$ cat config.mk
export PLATFORM = sky130hd
export DESIGN_NAME = pwm10_core
export DESIGN_NICKNAME = d
export VERILOG_FILES = /design/src/rtl/pwm10_pkg.sv /design/src/rtl/pwm10_regs.sv /design/src/rtl/pwm10_timebase.sv /design/src/rtl/pwm10_output.sv /design/src/rtl/pwm10_core.sv
export SDC_FILE = /design/constraint.sdc
export NUM_CORES = 1
export LEC_CHECK = 0
export BUFFER_PORTS_ARGS = -buffer_cell sky130_fd_sc_hd__buf_2
export CAP_MARGIN = 20
export CORE_ASPECT_RATIO = 0.75
export CORE_MARGIN = 2
export CORE_UTILIZATION = 33
export DETAILED_ROUTE_END_ITERATION = 8
export PLACE_DENSITY = 0.47
export SLEW_MARGIN = 20
export SYNTH_ARGS = -nofsm -noshare
export SYNTH_HDL_FRONTEND = slang
export SYNTH_SLANG_ARGS = --single-unit
export TNS_END_PERCENT = 5
$ cat constraint.sdc
create_clock -name clk -period 2.7 [get_ports clk]
set_input_delay 0.405 -clock clk [delete_from_list [all_inputs] [get_ports clk]]
set_output_delay 0.405 -clock clk [all_outputs]
set_load 0.005 [all_outputs]
$ cat src/rtl/pwm10_pkg.sv
package pwm10_pkg;

    localparam int TMR_W     = 8;
    localparam int FRAC_W    = 2;
    localparam int MAX_SHIFT = 4;

    typedef enum logic [1:0] {
        PS_1   = 2'd0,
        PS_4   = 2'd1,
        PS_16  = 2'd2,
        PS_16B = 2'd3
    } presc_e;

    typedef enum logic [1:0] {
        A_PERIOD  = 2'd0,
        A_DUTY_HI = 2'd1,
        A_CTRL    = 2'd2,
        A_SHADOW  = 2'd3
    } reg_addr_e;

    typedef struct packed {
        logic [FRAC_W-1:0] duty_lo;
        logic              out_en;
        logic              cnt_en;
        presc_e            presc;
    } ctrl_t;

    localparam int CTRL_W = $bits(ctrl_t);

    function automatic logic [2:0] presc_shift(presc_e p);
        case (p)
            PS_1:    return 3'd0;
            PS_4:    return 3'd2;
            default: return 3'd4;
        endcase
    endfunction

endpackage

$ cat src/rtl/pwm10_regs.sv
module pwm10_regs
    import pwm10_pkg::*;
#(
    parameter int DATA_W = TMR_W,
    parameter int DUTY_W = TMR_W + FRAC_W
) (
    input  logic              clk,
    input  logic              rst,
    input  logic              wr_en,
    input  logic [1:0]        wr_addr,
    input  logic [DATA_W-1:0] wr_data,
    input  logic [1:0]        rd_addr,
    output logic [DATA_W-1:0] rd_data,
    input  logic [DUTY_W-1:0] shadow,
    output logic [DATA_W-1:0] period,
    output logic [DUTY_W-1:0] duty,
    output ctrl_t             ctrl
);

    logic [DATA_W-1:0] duty_hi_q;

    always_ff @(posedge clk) begin
        if (rst) begin
            period    <= '0;
            duty_hi_q <= '0;
            ctrl      <= '0;
        end else if (wr_en) begin
            case (reg_addr_e'(wr_addr))
                A_PERIOD:  period    <= wr_data;
                A_DUTY_HI: duty_hi_q <= wr_data;
                A_CTRL:    ctrl      <= ctrl_t'(wr_data[CTRL_W-1:0]);
                default:   ;
            endcase
        end
    end

    assign duty = {duty_hi_q, ctrl.duty_lo};

    always_comb begin
        case (reg_addr_e'(rd_addr))
            A_PERIOD:  rd_data = period;
            A_DUTY_HI: rd_data = duty_hi_q;
            A_CTRL:    rd_data = DATA_W'(ctrl);
            default:   rd_data = shadow[DUTY_W-1 -: DATA_W];
        endcase
    end

endmodule

$ cat src/rtl/pwm10_timebase.sv
module pwm10_timebase
    import pwm10_pkg::*;
#(
    parameter int CNT_W  = TMR_W,
    parameter int SUB_W  = FRAC_W
) (
    input  logic                   clk,
    input  logic                   rst,
    input  logic                   active,
    input  presc_e                 presc,
    input  logic [CNT_W-1:0]       period,
    output logic                   wrap,
    output logic [CNT_W+SUB_W-1:0] pos_nx
);

    localparam int PC_W = SUB_W + MAX_SHIFT;

    logic [PC_W-1:0]  pc, pc_nx, last;
    logic [CNT_W-1:0] tmr, tmr_nx;
    logic [2:0]       shift;
    logic             tick;

    always_comb begin
        shift  = presc_shift(presc);
        last   = {PC_W{1'b1}} >> (3'(MAX_SHIFT) - shift);
        tick   = active && (pc >= last);
        wrap   = tick && (tmr == period);
        pc_nx  = !active ? pc : (tick ? '0 : pc + 1'b1);
        tmr_nx = wrap ? '0 : (tick ? tmr + 1'b1 : tmr);
        pos_nx = {tmr_nx, SUB_W'(pc_nx >> shift)};
    end

    always_ff @(posedge clk) begin
        if (rst) begin
            pc  <= '0;
            tmr <= '0;
        end else begin
            pc  <= pc_nx;
            tmr <= tmr_nx;
        end
    end

    // a period end restarts the counter at zero
    a_r2_wrap_restarts: assert property (@(posedge clk) disable iff (rst)
        wrap |=> (tmr == '0));

    // a stopped time base holds its count
    a_r10_frozen: assert property (@(posedge clk) disable iff (rst)
        !active |=> ($stable(tmr) && $stable(pc)));

endmodule

$ cat src/rtl/pwm10_output.sv
module pwm10_output
    import pwm10_pkg::*;
#(
    parameter int DUTY_W = TMR_W + FRAC_W
) (
    input  logic              clk,
    input  logic              rst,
    input  logic              out_en,
    input  logic              active,
    input  logic              wrap,
    input  logic [DUTY_W-1:0] pos_nx,
    input  logic [DUTY_W-1:0] duty,
    output logic [DUTY_W-1:0] shadow,
    output logic              pwm_out
);

    always_ff @(posedge clk) begin
        if (rst) begin
            shadow  <= '0;
            pwm_out <= 1'b0;
        end else begin
            if (wrap)
                shadow <= duty;
            if (!out_en)
                pwm_out <= 1'b0;
            else if (wrap)
                pwm_out <= |duty;
            else if (active && (pos_nx == shadow))
                pwm_out <= 1'b0;
        end
    end

    a_r8_disabled_low: assert property (@(posedge clk) disable iff (rst)
        !out_en |=> !pwm_out);

    a_r5_zero_duty_low: assert property (@(posedge clk) disable iff (rst)
        (wrap && (duty == '0)) |=> !pwm_out);

    a_r3_set_at_wrap: assert property (@(posedge clk) disable iff (rst)
        (out_en && wrap && (duty != '0)) |=> pwm_out);

    a_r4_shadow_hold: assert property (@(posedge clk) disable iff (rst)
        !wrap |=> $stable(shadow));

    a_r10_hold_level: assert property (@(posedge clk) disable iff (rst)
        (out_en && !active) |=> $stable(pwm_out));

endmodule

$ cat src/rtl/pwm10_core.sv
module pwm10_core
    import pwm10_pkg::*;
#(
    parameter int DATA_W = TMR_W,
    parameter int SUB_W  = FRAC_W
) (
    input  logic              clk,
    input  logic              rst,
    input  logic              wr_en,
    input  logic [1:0]        wr_addr,
    input  logic [DATA_W-1:0] wr_data,
    input  logic [1:0]        rd_addr,
    output logic [DATA_W-1:0] rd_data,
    output logic              pwm_out
);

    localparam int DUTY_W = DATA_W + SUB_W;

    logic [DATA_W-1:0] period;
    logic [DUTY_W-1:0] duty, shadow, pos_nx;
    ctrl_t             ctrl;
    logic              active, wrap;

    assign active = ctrl.out_en && ctrl.cnt_en;

    pwm10_regs #(.DATA_W(DATA_W), .DUTY_W(DUTY_W)) u_regs (
        .clk(clk), .rst(rst), .wr_en(wr_en), .wr_addr(wr_addr),
        .wr_data(wr_data), .rd_addr(rd_addr), .rd_data(rd_data),
        .shadow(shadow), .period(period), .duty(duty), .ctrl(ctrl)
    );

    pwm10_timebase #(.CNT_W(DATA_W), .SUB_W(SUB_W)) u_tb (
        .clk(clk), .rst(rst), .active(active), .presc(ctrl.presc),
        .period(period), .wrap(wrap), .pos_nx(pos_nx)
    );

    pwm10_output #(.DUTY_W(DUTY_W)) u_out (
        .clk(clk), .rst(rst), .out_en(ctrl.out_en), .active(active),
        .wrap(wrap), .pos_nx(pos_nx), .duty(duty), .shadow(shadow),
        .pwm_out(pwm_out)
    );

endmodule

# ---- After elaboration in Yosys (flattened, before gate mapping)
# Cells that the tools add are included.
dict set report totals {
  in_bits 15
  register_bits 47
  output_inout_bits 9
  ram_bits 0
  elab_cells 45
  memories 0
  romBits 0
  latch_bits 0
}
dict set report op_classes {
  order_cmp 1
  eq_ne 7
  div 0
  n_shift 2
  mul 0
  addsub 3
  bitwise 1
  muxes 8
  reduce_logical 13
}
# cell count
set op_table {}
lappend op_table {{case mux 8 bit (3 select lines)} 1}
lappend op_table {{2-to-1 mux 8 bit} 2}
lappend op_table {{2-to-1 mux 6 bit} 2}
lappend op_table {{== test 10 bit} 1}
lappend op_table {{OR reduction 10 bit} 1}
lappend op_table {{adder 8 x 1 -> 8 bit, second input constant} 1}
lappend op_table {{== test 8 bit} 1}
lappend op_table {{adder 6 x 1 -> 6 bit, second input constant} 1}
lappend op_table {{== test 2 x 1 -> 1 bit, second input constant} 3}
lappend op_table {{greater-or-equal comparator 6 bit} 1}
lappend op_table {{logical NOT 2 bit} 3}
lappend op_table {{case mux 3 bit (2 select lines)} 1}
lappend op_table {{AND reduction 2 bit} 3}
lappend op_table {{right shift 6 x 3 -> 2 bit} 1}
lappend op_table {{right shift 6 x 3 -> 6 bit, first input constant} 1}
lappend op_table {{== test 2 bit, second input constant} 2}
lappend op_table {{logical AND 1 bit} 4}
lappend op_table {{subtractor 3 bit, first input constant} 1}
lappend op_table {{2-to-1 mux 1 bit} 2}
lappend op_table {{nonzero test 2 bit} 1}
lappend op_table {{OR reduction 2 bit} 1}
lappend op_table {{NOT 1 bit} 1}

# ---- Longest topological paths before layout
# Gate-level depths: netlist (run 1).
dict set report logic_depth {
  word_depth 13
  mapped_depth 12
  ltp_nobuf 9
}

# ---- Cells and area by module
# From an unflattened synthesis (run 1), not the netlist that was laid out.
dict set report unflattened {
  cells_unflattened 289
  area_unflattened_um2 2757.6
}
# module n_inst area_per_inst_um2 cells_per_inst
set modules_own_cells {}
lappend modules_own_cells {pwm10_timebase 1 1112.3 135}
lappend modules_own_cells {pwm10_regs 1 1109.8 100}
lappend modules_own_cells {pwm10_output 1 529.3 53}
lappend modules_own_cells {pwm10_core 1 6.3 1}

# ---- Worst setup path after synthesis (run 1)
# OpenSTA, ideal clock, no wires.
dict set report synth_timing {
  path_kind {register -> register}
  start {register, netlist name u_regs.ctrl[0]}
  end {register u_out.pwm_out}
  path_stages_with_launch 11
  period_less_slack_ns 2.533
  n_path_buf 1
  path_slack_ns 0.167
  setup_time_ns 0.122
  required_time_ns 2.578
  arrival_time_ns 2.411
  cell_sequence {dfxtp_1 > clkbuf_1 > nor2_1 > ha_1 > a211oi_4 > o21a_2 > nor2_1 > mux2_2 > a2111oi_0 > and4_1 > a31oi_1}
}
dict set report synth_via {
  elab_chain_cells 12
  elab_cells_between_ends 17
  cone_classes {1 x add/sub; 1 x order compare; 2 x eq/ne; 2 x shift; 6 x mux; 5 x reduce/logical}
}
# item line_no
set synth_lines {}
lappend synth_lines {{== test 2 x 1 -> 1 bit or logical NOT 2 bit (tied branches)} pwm10_pkg.sv:31} ;# case (p)
lappend synth_lines {{case mux 3 bit (2 select lines) (*)} pwm10_pkg.sv:31}
lappend synth_lines {{subtractor 3 bit} pwm10_timebase.sv:25} ;# last = {PC_W{1'b1}} >> (3'(MAX_SHIFT) - shift);
lappend synth_lines {{right shift 6 x 3 -> 6 bit} pwm10_timebase.sv:25}
lappend synth_lines {{greater-or-equal comparator 6 bit} pwm10_timebase.sv:26} ;# tick = active && (pc >= last);
lappend synth_lines {{logical AND 1 bit} pwm10_timebase.sv:26}
lappend synth_lines {{2-to-1 mux 6 bit (2 in series)} pwm10_timebase.sv:28} ;# pc_nx = !active ? pc : (tick ? '0 : pc + 1'b1);
lappend synth_lines {{right shift 6 x 3 -> 2 bit} pwm10_timebase.sv:30} ;# pos_nx = {tmr_nx, SUB_W'(pc_nx >> shift)};
lappend synth_lines {{== test 10 bit} pwm10_output.sv:28} ;# else if (active && (pos_nx == shadow))
lappend synth_lines {{logical AND 1 bit} pwm10_output.sv:28}
lappend synth_lines {{nonzero test 2 bit (no source line)} -}
lappend synth_lines {{to (signal assigned)} pwm10_output.sv:27} ;# pwm_out <= |duty;
lappend synth_lines {{to (decl)} pwm10_output.sv:14} ;# output logic pwm_out
# Mark *: on every way between the ends. The rest lies on a longest branch, timed or not.
# A chain may end at the register's enable or synchronous reset.

# ---- Worst setup path after layout (run 1)
dict set report layout_timing {
  start {register, netlist name u_regs.ctrl[0]}
  end {register u_out.pwm_out}
}
dict set report layout_via {
  elab_chain_cells 12
  elab_cells_between_ends 17
  cone_classes {1 x add/sub; 1 x order compare; 2 x eq/ne; 2 x shift; 6 x mux; 5 x reduce/logical}
}
# item line_no
set layout_lines {}
lappend layout_lines {{== test 2 x 1 -> 1 bit or logical NOT 2 bit (tied branches)} pwm10_pkg.sv:31}
lappend layout_lines {{case mux 3 bit (2 select lines) (*)} pwm10_pkg.sv:31}
lappend layout_lines {{subtractor 3 bit} pwm10_timebase.sv:25}
lappend layout_lines {{right shift 6 x 3 -> 6 bit} pwm10_timebase.sv:25}
lappend layout_lines {{greater-or-equal comparator 6 bit} pwm10_timebase.sv:26}
lappend layout_lines {{logical AND 1 bit} pwm10_timebase.sv:26}
lappend layout_lines {{2-to-1 mux 6 bit (2 in series)} pwm10_timebase.sv:28}
lappend layout_lines {{right shift 6 x 3 -> 2 bit} pwm10_timebase.sv:30}
lappend layout_lines {{== test 10 bit} pwm10_output.sv:28}
lappend layout_lines {{logical AND 1 bit} pwm10_output.sv:28}
lappend layout_lines {{nonzero test 2 bit (no source line)} -}
# Marked as above.

==> Implementation_results.wiki, run 1 <==
{| class="wikitable"
! Metric !! Value
|-
| Fraction of final layout cells with drive strength greater than 1 || 0.1971
|-
| Synth async-reset ratio || 0
|-
| Die Footprint || around 9000 µm²
|-
| Area of the mapped netlist || 2709 µm²
|-
| Setup repair after global routing missed its margin || no
|-
| Slew Limit Headroom || 0.6036
|-
| Worst Hold Depth || 3
|-
| CTS buffer count || 5
|-
| Power per unit of standard cell area || 447.9 nW/µm²
|-
| Root Buffer || sky130_fd_sc_hd__clkbuf_8
|-
| Worst min path class || input port to flop
|-
| Initial detailed-routing violation count || approximately 150
|-
| Proportion of power drawn by combinational gates || 0.114
|-
| Number of flops mapped to enable cells by yosys || 0
|-
| Clk_skew || 0.004492 ns
|-
| Final min period || 2.457 ns
|-
| Overflow left after global routing || 0
|-
| Wirelength per Cell || approximately 17 µm
|-
| Largest net degree at the start of global routing || 29
|-
| Mean area per synthesized cell || 8.795 µm²
|-
| Starting Density || 0.3421
|-
| DR DRC count || 0
|-
| Standard-cell row count || 28
|-
| Psw || 0.3514 mW
|-
| Filler instances || around 840
|-
| Antenna Cells || 0
|-
| Final hold vios || 0
|-
| Post-route core utilization || 0.3949
|-
| Number of iterations in the first detailed-routing pass || 7
|-
| Most common flop cell mapped by yosys || sky130_fd_sc_hd__dfxtp_1
|-
| Later-pin clock latency in the skew report || around 0.3 ns
|-
| Critical Path End Type || flop
|-
| Final setup violating endpoints || 0
|-
| Startpoint of the lowest-slack hold path || wr_data[7]
|-
| Number of primary I/O pins || 24
|-
| Core Box Area || 7918 µm²
|-
| Actual slew at the worst max-slew pin || 0.5928 ns
|-
| Fin. max-slew vios || 0
|-
| Width of the die || between 100 and 150 µm
|-
| Accumulated negative setup slack || 0 ns
|-
| Leakage power || about 1.2 nW
|-
| Via count || 2382
|-
| Placement-stage cell area || 3020 µm²
|-
| Peak supply drop || 0.1884 mV
|-
| Result of the run || complete, no violations
|-
| Sequential cell area fraction in the yosys report || 0.3473
|-
| Number of instances in the synthesized netlist || approximately 310
|-
| Count of different cell masters after synthesis || 54
|-
| TritonCTS sink count || 47
|-
| Post-DP HPWL || 5787 µm
|-
| Number of nets in the layout || 362
|-
| Post-detailed-route count of antenna-violating nets || 0
|-
| Fmax || a little over 400 MHz
|-
| Crit path setup slack, layout || 0.2426 ns
|-
| Finished Layout Cells || around 450
|-
| Classification of the worst setup path || flop to flop
|-
| Worst reg-to-reg setup slack || approximately 0.24 ns
|-
| Global routing usage summed across all routing layers || 0.1871
|-
| Cells on worst reg2reg path || 11
|-
| Placer congestion estimate || between 0.8 and 0.9
|-
| Number of nets produced by synthesis || 330
|-
| Die span in y || 82.47 µm
|-
| CP Max Fanout || 6
|-
| Launch point of the worst reg-to-reg path || u_regs.ctrl[0]
|-
| First-pass GRT wire length || 12630 µm
|-
| Portion of total power attributed to the clock network || 0.372
|-
| Final cell area excluding filler cells || 3127 µm²
|-
| Clock slew at the register clock pins of the worst setup and hold paths || 0.09 ns
|-
| Relative area change from synthesis to final layout || 15.43%
|-
| Proportion of power drawn by flip-flops and latches || 0.514
|-
| Worst EP required || 2.90 ns
|-
| Vias in the first global route || between 2000 and 2500
|-
| WHS || 0.3496 ns
|-
| Type of element launching the critical path || flop
|-
| Post-placement cell count || 438
|-
| Overall Power || 1.401 mW
|-
| Maximum count of clock buffers along a single path || 2
|-
| Data arrival at the endpoint of the critical path || 2.66 ns
|-
| Number of antenna violations at the first check in global routing || 0
|-
| Post-CTS Repair Setup Buffers || 0
|-
| Setup Slack @ Placement || 0.2595 ns
|-
| PortBufs || 23
|-
| Sw Ratio || 0.2509
|-
| Synthesized flop and latch total || 47
|-
| Hold Path End || u_regs.duty_hi_q[7]
|-
| Internal power component || 1.049 mW
|-
| Final Routed Wirelength || 7603 µm
|-
| Ratio of final minimum period to clock period || 0.9101
|-
| Worst R2R End || u_out.pwm_out
|-
| DR vias/cell || ~5.4
|-
| Post-CTS resize count || 0
|-
| Synth Warn # || 0
|-
| Post-CTS Hold Fix Bufs || 0
|-
| Number of H-tree levels || 2
|-
| # Max-Cap Violations || 0
|-
| TritonCTS clock tree || built
|}
registers in the layout, indices dropped and copies added, names as in the netlist:
signal	cells
u_out.shadow	10
u_regs.duty_hi_q	8
u_regs.period	8
u_tb.tmr	8
u_regs.ctrl	6
u_tb.pc	6
u_out.pwm_out	1
area by class of cell:
type / instances / area (µm²) / share of cell area
Multi-Input combinational cell: 236 / 1653 / 0.5286
Sequential cell: 47 / 940.9 / 0.3009
Timing Repair Buffer: 44 / 272.8 / 0.08723
Tap cell: 105 / 131.4 / 0.04202
Clock buffer: 5 / 68.82 / 0.02201
Clock inverter: 2 / 37.54 / 0.01200
Inverter: 6 / 22.52 / 0.007203
how the worst max path moves through the flow:
stage,startpoint,endpoint,cells past startpoint
floorplan,u_regs.ctrl[0],u_out.pwm_out,10
global placement,u_regs.ctrl[1],u_out.pwm_out,9
detailed placement,u_regs.ctrl[1],u_out.pwm_out,9
CTS,u_regs.ctrl[1],u_out.pwm_out,9
global route,u_regs.ctrl[1],u_out.pwm_out,9
finish,u_regs.ctrl[0],u_out.pwm_out,11
per-layer routing:
layer,track usage,wire [µm]
met1,0.2896,3986
met4,0.04872,92
met2,0.2594,3048
met3,0.03689,475
met5,0,0
cells in the mapped netlist, drive strengths merged (3+ instances only):
cell type  instances  area (µm²)
buf                8       56.29
xnor2             13       113.9
xor2               6       52.55
ha                 7       87.58
a21oi             16       83.83
nor2b              3       18.77
a211oi             4       42.54
o21ai              9       56.31
nor4               5       37.53
clkbuf            11       41.29
nor2              40       150.1
nand3             11       55.05
nand4              6       37.54
o211ai             5       47.54
nor3              11       55.05
inv                6       22.52
mux4               6       135.1
nand2             31       116.4
dfxtp             47       940.9
o21a               5       38.79
mux2i             27       270.3
cell families after synthesis:
group	count (synthesis)	share of synthesized area
buffers and inverters	25	0.04434
adders and majority gates	7	0.03233
xor gates and xnor gates	19	0.06143
AOI/OAI and AO/OA	56	0.1510
and+or+nand+nor	120	0.2097
muxes	34	0.1538
DFF	47	0.3473
power groups by stage:
stage / Combinational, mW / Clock [mW] / Sequential [mW]
4_1_cts: 0.160 / 0.537 / 0.720
5_1_grt: 0.179 / 0.577 / 0.723
6_report: 0.160 / 0.520 / 0.720
3_3_place_gp: 0.160 / 0 / 0.737
2_1_floorplan: 0.105 / 0 / 0.730
3_5_place_dp: 0.160 / 0 / 0.737
worst max-delay path, cell delays in order, from the launching register on:
cell and delay (ns):
sky130_fd_sc_hd__dfxtp_1 0.32, sky130_fd_sc_hd__nor2_1 0.15, sky130_fd_sc_hd__ha_1 0.28, sky130_fd_sc_hd__a211oi_4 0.26, sky130_fd_sc_hd__buf_4 0.17, sky130_fd_sc_hd__o21ai_4 0.07
sky130_fd_sc_hd__buf_4 0.17, sky130_fd_sc_hd__a31oi_1 0.20, sky130_fd_sc_hd__a2bb2oi_1 0.25, sky130_fd_sc_hd__xor2_1 0.20, sky130_fd_sc_hd__and4_1 0.21, sky130_fd_sc_hd__a31oi_1 0.06
cell usage in the layout, fill, tap and decap left out, types with 3 or more instances in the layout:
| cell | instances |
|---|---|
| sky130_fd_sc_hd__mux4_2 | 6 |
| sky130_fd_sc_hd__nor2b_1 | 3 |
| sky130_fd_sc_hd__dfxtp_1 | 47 |
| sky130_fd_sc_hd__a21oi_1 | 15 |
| sky130_fd_sc_hd__clkbuf_8 | 5 |
| sky130_fd_sc_hd__buf_4 | 21 |
| sky130_fd_sc_hd__inv_1 | 6 |
| sky130_fd_sc_hd__nand3_1 | 11 |
| sky130_fd_sc_hd__nand2_1 | 31 |
| sky130_fd_sc_hd__xor2_1 | 6 |
| sky130_fd_sc_hd__mux2i_1 | 27 |
| sky130_fd_sc_hd__o21ai_0 | 8 |
| sky130_fd_sc_hd__nor2_1 | 40 |
| sky130_fd_sc_hd__xnor2_1 | 13 |
| sky130_fd_sc_hd__o21a_1 | 4 |
| sky130_fd_sc_hd__nor3_1 | 11 |
| sky130_fd_sc_hd__ha_1 | 7 |
| sky130_fd_sc_hd__o211ai_1 | 3 |
| sky130_fd_sc_hd__nor4_1 | 4 |
| sky130_fd_sc_hd__a211oi_1 | 3 |
| sky130_fd_sc_hd__nand4_1 | 6 |
| sky130_fd_sc_hd__buf_2 | 23 |
(Power assumes the default switching activity.)
==> inputs of run 2 (changes only) <==
--- a/config.mk
+++ b/config.mk
@@ -11,7 +11,8 @@
 export CORE_MARGIN = 2
 export CORE_UTILIZATION = 33
 export DETAILED_ROUTE_END_ITERATION = 8
-export PLACE_DENSITY = 0.47
+export MAX_ROUTING_LAYER = met4
+export PLACE_DENSITY = 0.53
 export SLEW_MARGIN = 20
 export SYNTH_ARGS = -nofsm -noshare
 export SYNTH_HDL_FRONTEND = slang
==> constraint.sdc (replaced) <==
create_clock -name clk -period 2.15 [get_ports clk]
set_input_delay 0.3225 -clock clk [delete_from_list [all_inputs] [get_ports clk]]
set_output_delay 0.3225 -clock clk [all_outputs]
set_load 0.005 [all_outputs]
==> run 2 against run 1 <==
- the flow now finishes with violations (setup timing)
- fmax is 3.7% higher
- global-route usage up 1.1 points
- critical path depth down 1
- design area is 13% higher
- combinational power is 51% higher
- final cell count up 8.8%
- highest routed layer unchanged
==> Implementation_results.wiki, run 2 (synthesized netlist as in run 1, its figures left out) <==
{| class="wikitable"
! Metric !! Value
|-
| Actual slew at the worst max-slew pin || 0.5974 ns (+0.004524 ns)
|-
| Fin. max-slew vios || 0 (unchanged)
|-
| Worst reg-to-reg setup slack || -0.22 ns (-0.46 ns)
|-
| Global routing usage summed across all routing layers || 0.1977 (+0.01068)
|-
| Flip-flop count of the largest register, all copies and words added || 10 (unchanged)
|-
| DR DRC count || 0 (unchanged)
|-
| Clock slew at the register clock pins of the worst setup and hold paths || 0.10 ns (about the same)
|-
| Number of primary I/O pins || 24 (unchanged)
|-
| Launch point of the worst reg-to-reg path || u_regs.ctrl[1]
|-
| # Max-Cap Violations || 0 (unchanged)
|-
| Leakage power || 1.441 nW (+17%)
|-
| Failing checks || setup timing
|-
| Setup repair after global routing missed its margin || yes
|-
| Post-route core utilization || 0.4460 (+0.05104)
|-
| TritonCTS clock tree || built
|-
| CP Max Fanout || 6 (unchanged)
|-
| Clk_skew || 0.006906 ns (+0.002414 ns)
|-
| Classification of the worst setup path || flop to flop
|-
| Worst min path class || input port to flop
|-
| Maximum count of clock buffers along a single path || 2 (unchanged)
|-
| Type of element launching the critical path || flop
|-
| Die span in y || 82.47 µm (unchanged)
|-
| Final Routed Wirelength || 7890 µm (+3.8%)
|-
| Vias in the first global route || 2467 (+7.1%)
|-
| Starting Density || 0.3421 (unchanged)
|-
| Initial detailed-routing violation count || 120 (-22%)
|-
| First-pass GRT wire length || 13080 µm (+3.6%)
|-
| Number of nets in the layout || 400 (+10%)
|-
| Critical Path End Type || flop
|-
| Number of iterations in the first detailed-routing pass || 6 (-1)
|-
| Worst EP required || 2.35 ns (-0.55 ns)
|-
| Result of the run || complete, but fails checks
|-
| Fmax || 422.1 MHz (+3.7%)
|-
| Slew Limit Headroom || 0.6006 (-0.003025)
|-
| Overflow left after global routing || 0 (unchanged)
|-
| Data arrival at the endpoint of the critical path || 2.57 ns (-0.09 ns)
|-
| Final setup violating endpoints || 1 (+1)
|-
| Power per unit of standard cell area || 487.3 nW/µm² (+8.8%)
|-
| Commonest non-fill, non-tap cell in the layout || sky130_fd_sc_hd__buf_4
|-
| CTS buffer count || 5 (unchanged)
|-
| Accumulated negative setup slack || -0.2191 ns (-0.2191 ns)
|-
| Post-DP HPWL || 6131 µm (+5.9%)
|-
| Via count || 2532 (+6.3%)
|-
| Number of antenna violations at the first check in global routing || 0 (unchanged)
|-
| Register name with the most flops || u_out.shadow
|-
| Post-detailed-route count of antenna-violating nets || 0 (unchanged)
|-
| Most frequent cells in the layout || 59 x sky130_fd_sc_hd__buf_4, 45 x sky130_fd_sc_hd__dfxtp_1, 37 x sky130_fd_sc_hd__nor2_1
|-
| Antenna Cells || 0 (unchanged)
|-
| Standard-cell row count || 28 (unchanged)
|-
| Wirelength per Cell || 16.30 µm (-4.6%)
|-
| Root Buffer || sky130_fd_sc_hd__clkbuf_8
|-
| Placement-stage cell area || 3296 µm² (+9.1%)
|-
| Final hold vios || 0 (unchanged)
|-
| Peak supply drop || 0.2200 mV (+17%)
|-
| Fraction of final layout cells with drive strength greater than 1 || 0.3193 (+0.1222)
|-
| Cells on worst reg2reg path || 10 (-1)
|-
| Placer congestion estimate || 0.8777 (+1.1%)
|-
| Largest net degree at the start of global routing || 23 (-21%)
|-
| Worst R2R End || u_out.pwm_out
|-
| Post-CTS Hold Fix Bufs || 0 (unchanged)
|-
| DR vias/cell || 5.231 (-2.3%)
|-
| Final cell area excluding filler cells || 3531 µm² (+13%)
|-
| Number of H-tree levels || 2 (unchanged)
|-
| Crit path setup slack, layout || -0.2191 ns (-0.4618 ns)
|-
| Filler instances || 806 (-3.5%)
|-
| Startpoint of the lowest-slack hold path || wr_data[7]
|-
| Relative area change from synthesis to final layout || 30.35%
|-
| Die Footprint || 8957 µm² (unchanged)
|-
| Beginning of the critical path || u_regs.ctrl[1]
|-
| Capture point of the critical path || u_out.pwm_out
|-
| Final min period || 2.369 ns (-0.08821 ns)
|-
| Post-placement cell count || 471 (+7.5%)
|-
| Ratio of final minimum period to clock period || 1.102 (+0.1918)
|-
| PortBufs || 23 (unchanged)
|-
| Later-pin clock latency in the skew report || 0.31 ns (about the same)
|-
| Core Box Area || 7918 µm² (unchanged)
|-
| Width of the die || 108.6 µm (unchanged)
|-
| Finished Layout Cells || 484 (+8.8%)
|-
| TritonCTS sink count || 47 (unchanged)
|}
-- run 2: worst max-delay path: stages, from the launching register on --
cell	delay, ns
sky130_fd_sc_hd__dfxtp_4	0.37
sky130_fd_sc_hd__nor2_4	0.11
sky130_fd_sc_hd__ha_2	0.30
sky130_fd_sc_hd__o211ai_4	0.25
sky130_fd_sc_hd__o21ai_4	0.12
sky130_fd_sc_hd__buf_4	0.17
sky130_fd_sc_hd__a31oi_1	0.24
sky130_fd_sc_hd__a2bb2oi_2	0.20
sky130_fd_sc_hd__xor2_1	0.18
sky130_fd_sc_hd__and4_4	0.25
sky130_fd_sc_hd__a31oi_2	0.09
-- run 2: report_power, final --
group / total [mW] / internal (mW) / switching, mW
Combinational: 0.241 / 0.118 / 0.124
Sequential: 0.904 / 0.885 / 0.0187
Clock: 0.575 / 0.236 / 0.339
Total: 1.72 / 1.24 / 0.482
-- run 2: area by class of cell --
type / instances / area (µm²) / share of cell area
Inverter: 6 / 22.52 / 0.006378
Tap cell: 105 / 131.4 / 0.03721
Clock inverter: 3 / 22.52 / 0.006378
Sequential cell: 47 / 945.9 / 0.2679
Timing Repair Buffer: 82 / 558.0 / 0.1580
Clock buffer: 5 / 68.82 / 0.01949
Multi-Input combinational cell: 236 / 1782 / 0.5046
-- run 2: worst min path at each step --
stage	to	slack, ns	cells past startpoint
finish	u_regs.duty_hi_q[7]	0.26	3
global placement	u_out.shadow[0]	0.46	2
global route	u_regs.duty_hi_q[6]	0.25	3
CTS	u_regs.duty_hi_q[7]	0.25	3
floorplan	u_out.shadow[0]	0.45	2
detailed placement	u_out.shadow[0]	0.46	2
-- run 2: per-layer routing --
layer / up-vias / part of all wire / GRT usage / routed length [µm]
met3: 9 / 0.057 / 0.04396 / 450
met5: - / 0 / - / 0
li1: 1244 / - / - / -
met4: 0 / 0.010 / 0.03846 / 82
met2: 61 / 0.43 / 0.3025 / 3378
met1: 1218 / 0.50 / 0.2707 / 3978
-- run 2: metrics by stage --
| stage | setup slack (ns) | power, mW | hold slack [ns] |
|---|---|---|---|
| after floorplan | -0.1366 | 1.053 | 0.4481 |
| after global placement | -0.2163 | 1.152 | 0.4615 |
| after detailed placement | -0.3129 | 1.153 | 0.4605 |
| after CTS | -0.2156 | 1.734 | 0.2494 |
| after global routing | -0.3381 | 1.788 | 0.2538 |
| final | -0.2191 | 1.721 | 0.2561 |
-- run 2: repair_timing --
item / 4_1_cts / 5_1_grt
pin swaps: 7 / 7
buffers inserted: 4 / 1
endpoints found under the setup margin: 14 / 15
gates resized for setup: 10 / 9
==> inputs of run 3 (changes only) <==
--- a/config.mk
+++ b/config.mk
@@ -7,12 +7,14 @@
 export LEC_CHECK = 0
 export BUFFER_PORTS_ARGS = -buffer_cell sky130_fd_sc_hd__buf_2
 export CAP_MARGIN = 20
+export CELL_PAD_IN_SITES_DETAIL_PLACEMENT = 0
+export CELL_PAD_IN_SITES_GLOBAL_PLACEMENT = 1
 export CORE_ASPECT_RATIO = 0.75
 export CORE_MARGIN = 2
-export CORE_UTILIZATION = 33
+export CORE_UTILIZATION = 41
 export DETAILED_ROUTE_END_ITERATION = 8
 export MAX_ROUTING_LAYER = met4
-export PLACE_DENSITY = 0.53
+export PLACE_DENSITY = 0.78
 export SLEW_MARGIN = 20
 export SYNTH_ARGS = -nofsm -noshare
 export SYNTH_HDL_FRONTEND = slang
==> run 3 against run 2 <==
- the run still ends with setup timing left
- sequential cell count did not move
- power down 1.6%
- fmax is 3.6% higher
- hold slack got worse by 0.0034 ns
- highest routed layer unchanged
- routed wire length fell by 2.8%
- die area is 19% lower
- critical path type unchanged
- final cell count decreased by 7.0%
- clock-buffer cell count stayed put
- core utilization grew 9.3 points
- clock skew is 0.0036 ns higher
- setup slack better by 0.083 ns
- design area down 3.2%
==> Implementation_results.wiki, run 3 (synthesized netlist as in run 1, its figures left out) <==
{| class="wikitable"
! Metric !! Value
|-
| Result of the run || complete, but fails checks
|-
| Failing checks || setup timing
|-
| Final cell area excluding filler cells || 3420 µm² (-3.2%)
|-
| Number of nets in the layout || 390 (-2.5%)
|-
| GR Util met2 || 0.3364 (+0.03388)
|-
| WHS || 0.2527 ns (-0.003423 ns)
|-
| CP Max Fanout || 6 (unchanged)
|-
| Die span in y || 74.40 µm (-9.8%)
|-
| Clk_skew || 0.01051 ns (+0.003606 ns)
|-
| Number of H-tree levels || 2 (unchanged)
|-
| Leakage power || 1.393 nW (-3.4%)
|-
| Cell breakdown of the critical path || nor2_4 -> ha_4 -> a211oi_4 -> o21ai_4 -> buf_4 -> a31oi_1 -> a2bb2oi_2 -> xor2_1 -> and4_1 -> a31oi_1
|-
| Final min period || 2.286 ns (-0.08304 ns)
|-
| Setup repair after global routing missed its margin || yes
|-
| Post-DP HPWL || 5872 µm (-4.2%)
|-
| Commonest non-fill, non-tap cell in the layout || sky130_fd_sc_hd__buf_4
|-
| Largest net degree at the start of global routing || 30 (+30%)
|-
| Launch point of the worst reg-to-reg path || u_regs.ctrl[1]
|-
| Number of primary I/O pins || 24 (unchanged)
|-
| GR peak layer || met2
|-
| Post-detailed-route count of antenna-violating nets || 0 (unchanged)
|-
| Overall Power || 1.694 mW (-1.6%)
|-
| Buffers and inverters on the worst path || 1 (unchanged)
|-
| Filler instances || 595 (-26%)
|-
| Sw Ratio || 0.2796 (-0.0003338)
|-
| Internal power component || 1.220 mW (-1.5%)
|-
| Starting Density || 0.4266 (+0.08447)
|-
| Accumulated negative setup slack || -0.1361 ns (+0.08304 ns)
|-
| Post-route core utilization || 0.5385 (+0.09257)
|-
| Flip-flop count of the largest register, all copies and words added || 10 (unchanged)
|-
| Global routing usage summed across all routing layers || 0.2307 (+0.03297)
|-
| Proportion of power drawn by combinational gates || 0.128 (-0.012)
|-
| Final hold vios || 0 (unchanged)
|-
| Number of antenna violations at the first check in global routing || 0 (unchanged)
|-
| Via count || 2517 (-0.59%)
|-
| Most frequent cells in the layout || 47 x sky130_fd_sc_hd__buf_4, 45 x sky130_fd_sc_hd__dfxtp_1, 38 x sky130_fd_sc_hd__nor2_1
|-
| TritonCTS clock tree || built
|-
| Actual slew at the worst max-slew pin || 0.6144 ns (+0.01700 ns)
|-
| # Max-Cap Violations || 0 (unchanged)
|-
| Register name with the most flops || u_out.shadow
|-
| TritonCTS sink count || 47 (unchanged)
|-
| Post-placement cell count || 438 (-7.0%)
|-
| Number of iterations in the first detailed-routing pass || 5 (-1)
|-
| Vias in the first global route || 2329 (-5.6%)
|-
| Crit path setup slack, layout || -0.1361 ns (+0.08304 ns)
|-
| Width of the die || 97.86 µm (-9.9%)
|-
| Antenna Cells || 0 (unchanged)
|-
| Final setup violating endpoints || 1 (unchanged)
|-
| Library cell contributing the largest single delay on the critical path || sky130_fd_sc_hd__dfxtp_4
|-
| DR vias/cell || 5.593 (+6.9%)
|-
| Later-pin clock latency in the skew report || 0.31 ns (about the same)
|-
| Hold Path End || u_regs.duty_hi_q[6]
|-
| Wirelength per Cell || 17.04 µm (+4.5%)
|-
| Most numerous cell on the critical path || sky130_fd_sc_hd__a31oi_1
|-
| Data arrival at the endpoint of the critical path || 2.50 ns (-0.07 ns)
|-
| Met1 Track Usage GR || 0.3337 (+0.06304)
|-
| Portion of total power attributed to the clock network || 0.337 (+0.003)
|-
| Relative area change from synthesis to final layout || 26.24%
|-
| Fmax || 437.4 MHz (+3.6%)
|-
| CTS buffer count || 5 (unchanged)
|-
| DR DRC count || 0 (unchanged)
|-
| Family with the most delay on the worst path || compound AO/OA/AOI/OAI gates
|-
| PortBufs || 23 (unchanged)
|-
| Placer congestion estimate || 0.9414 (+7.3%)
|-
| Peak supply drop || 0.3651 mV (+66%)
|-
| Critical Path End Type || flop
|-
| Worst min path class || input port to flop
|-
| Clock slew at the register clock pins of the worst setup and hold paths || 0.10 ns (about the same)
|-
| Placement-stage cell area || 3198 µm² (-3.0%)
|-
| Startpoint of the lowest-slack hold path || wr_data[6]
|-
| Core Box Area || 6350 µm² (-20%)
|-
| First-pass GRT wire length || 12450 µm (-4.8%)
|-
| Type of element launching the critical path || flop
|-
| Root Buffer || sky130_fd_sc_hd__clkbuf_8
|-
| Global Route met3 Usage || 0.03383 (-0.01012)
|-
| Fraction of final layout cells with drive strength greater than 1 || 0.3035 (-0.01574)
|-
| Finished Layout Cells || 450 (-7.0%)
|-
| Fin. max-slew vios || 0 (unchanged)
|-
| Power per unit of standard cell area || 495.3 nW/µm² (+1.6%)
|-
| Proportion of power drawn by flip-flops and latches || 0.534 (+0.009)
|-
| Slew Limit Headroom || 0.5892 (-0.01137)
|-
| Worst R2R End || u_out.pwm_out
|-
| Psw || 0.4735 mW (-1.7%)
|-
| Maximum count of clock buffers along a single path || 2 (unchanged)
|-
| Setup Slack @ Placement || -0.3049 ns (+0.008039 ns)
|-
| Overflow left after global routing || 0 (unchanged)
|-
| Standard-cell row count || 25 (-11%)
|-
| Worst Hold Depth || 3 (unchanged)
|-
| Cells on worst reg2reg path || 10 (unchanged)
|-
| Worst EP required || 2.36 ns (about the same)
|-
| Worst reg-to-reg setup slack || -0.14 ns (+0.08 ns)
|-
| Classification of the worst setup path || flop to flop
|-
| Ratio of final minimum period to clock period || 1.063 (-0.03862)
|-
| Slowest stage delay, CP || 0.38 ns (about the same)
|-
| Initial detailed-routing violation count || 229 (+91%)
|-
| Die Footprint || 7280 µm² (-19%)
|-
| Final Routed Wirelength || 7666 µm (-2.8%)
|}
-- run 3: cell types whose count changed in the layout (fill, tap and decap cells not counted), moves of 2 or more --
cell	delta
sky130_fd_sc_hd__buf_4	-12
sky130_fd_sc_hd__nor3_2	+2
sky130_fd_sc_hd__nor3_1	-2
sky130_fd_sc_hd__buf_6	+2
sky130_fd_sc_hd__inv_1	-2
-- run 3: worst max path at each step --
stage,startpoint,to,depth (start not counted)
global route,u_regs.ctrl[1],u_out.pwm_out,9
global placement,u_regs.ctrl[1],u_out.pwm_out,9
detailed placement,u_regs.ctrl[1],u_out.pwm_out,9
CTS,u_regs.ctrl[1],u_out.pwm_out,9
finish,u_regs.ctrl[1],u_out.pwm_out,10
floorplan,u_regs.ctrl[1],u_out.pwm_out,10
-- run 3: final cells by class --
| cell class | count | area (µm²) | area share |
|---|---|---|---|
| flip-flops and latches | 47 | 945.9 | 0.2766 |
| well taps | 81 | 101.3 | 0.02964 |
| inverters | 6 | 25.02 | 0.007318 |
| repair buffers | 72 | 490.5 | 0.1434 |
| clock inverters | 3 | 22.52 | 0.006586 |
| multi-input cells | 236 | 1765 | 0.5163 |
| clock buffers | 5 | 68.82 | 0.02012 |
-- run 3: worst register-to-register path, stage by stage (launching register included) --
cell,delay (ns)
sky130_fd_sc_hd__dfxtp_4,0.38
sky130_fd_sc_hd__nor2_4,0.11
sky130_fd_sc_hd__ha_4,0.21
sky130_fd_sc_hd__a211oi_4,0.31
sky130_fd_sc_hd__o21ai_4,0.14
sky130_fd_sc_hd__buf_4,0.15
sky130_fd_sc_hd__a31oi_1,0.22
sky130_fd_sc_hd__a2bb2oi_2,0.20
sky130_fd_sc_hd__xor2_1,0.20
sky130_fd_sc_hd__and4_1,0.21
sky130_fd_sc_hd__a31oi_1,0.07
-- run 3: per-layer routing --
layer	wire length [µm]	vias up
li1	-	1233
met1	3894	1196
met2	3247	78
met3	428	10
met4	96	0
met5	0	-
-- run 3: repair_timing --
item | CTS | global route
endpoints found under the setup margin | 15 | 13
gates cloned | 0 | 0
pin swaps | 7 | 3
setup buffers | 4 | 0
resized for setup | 12 | 11
hold buffers | 0 | 0
-- run 3: power groups by stage --
stage | Sequential [mW] | Clock [mW] | Combinational, mW
3_3_place_gp | 0.926 | 0 | 0.204
4_1_cts | 0.905 | 0.585 | 0.213
6_report | 0.905 | 0.572 | 0.217
5_1_grt | 0.908 | 0.627 | 0.237
2_1_floorplan | 0.917 | 0 | 0.136
3_5_place_dp | 0.926 | 0 | 0.205
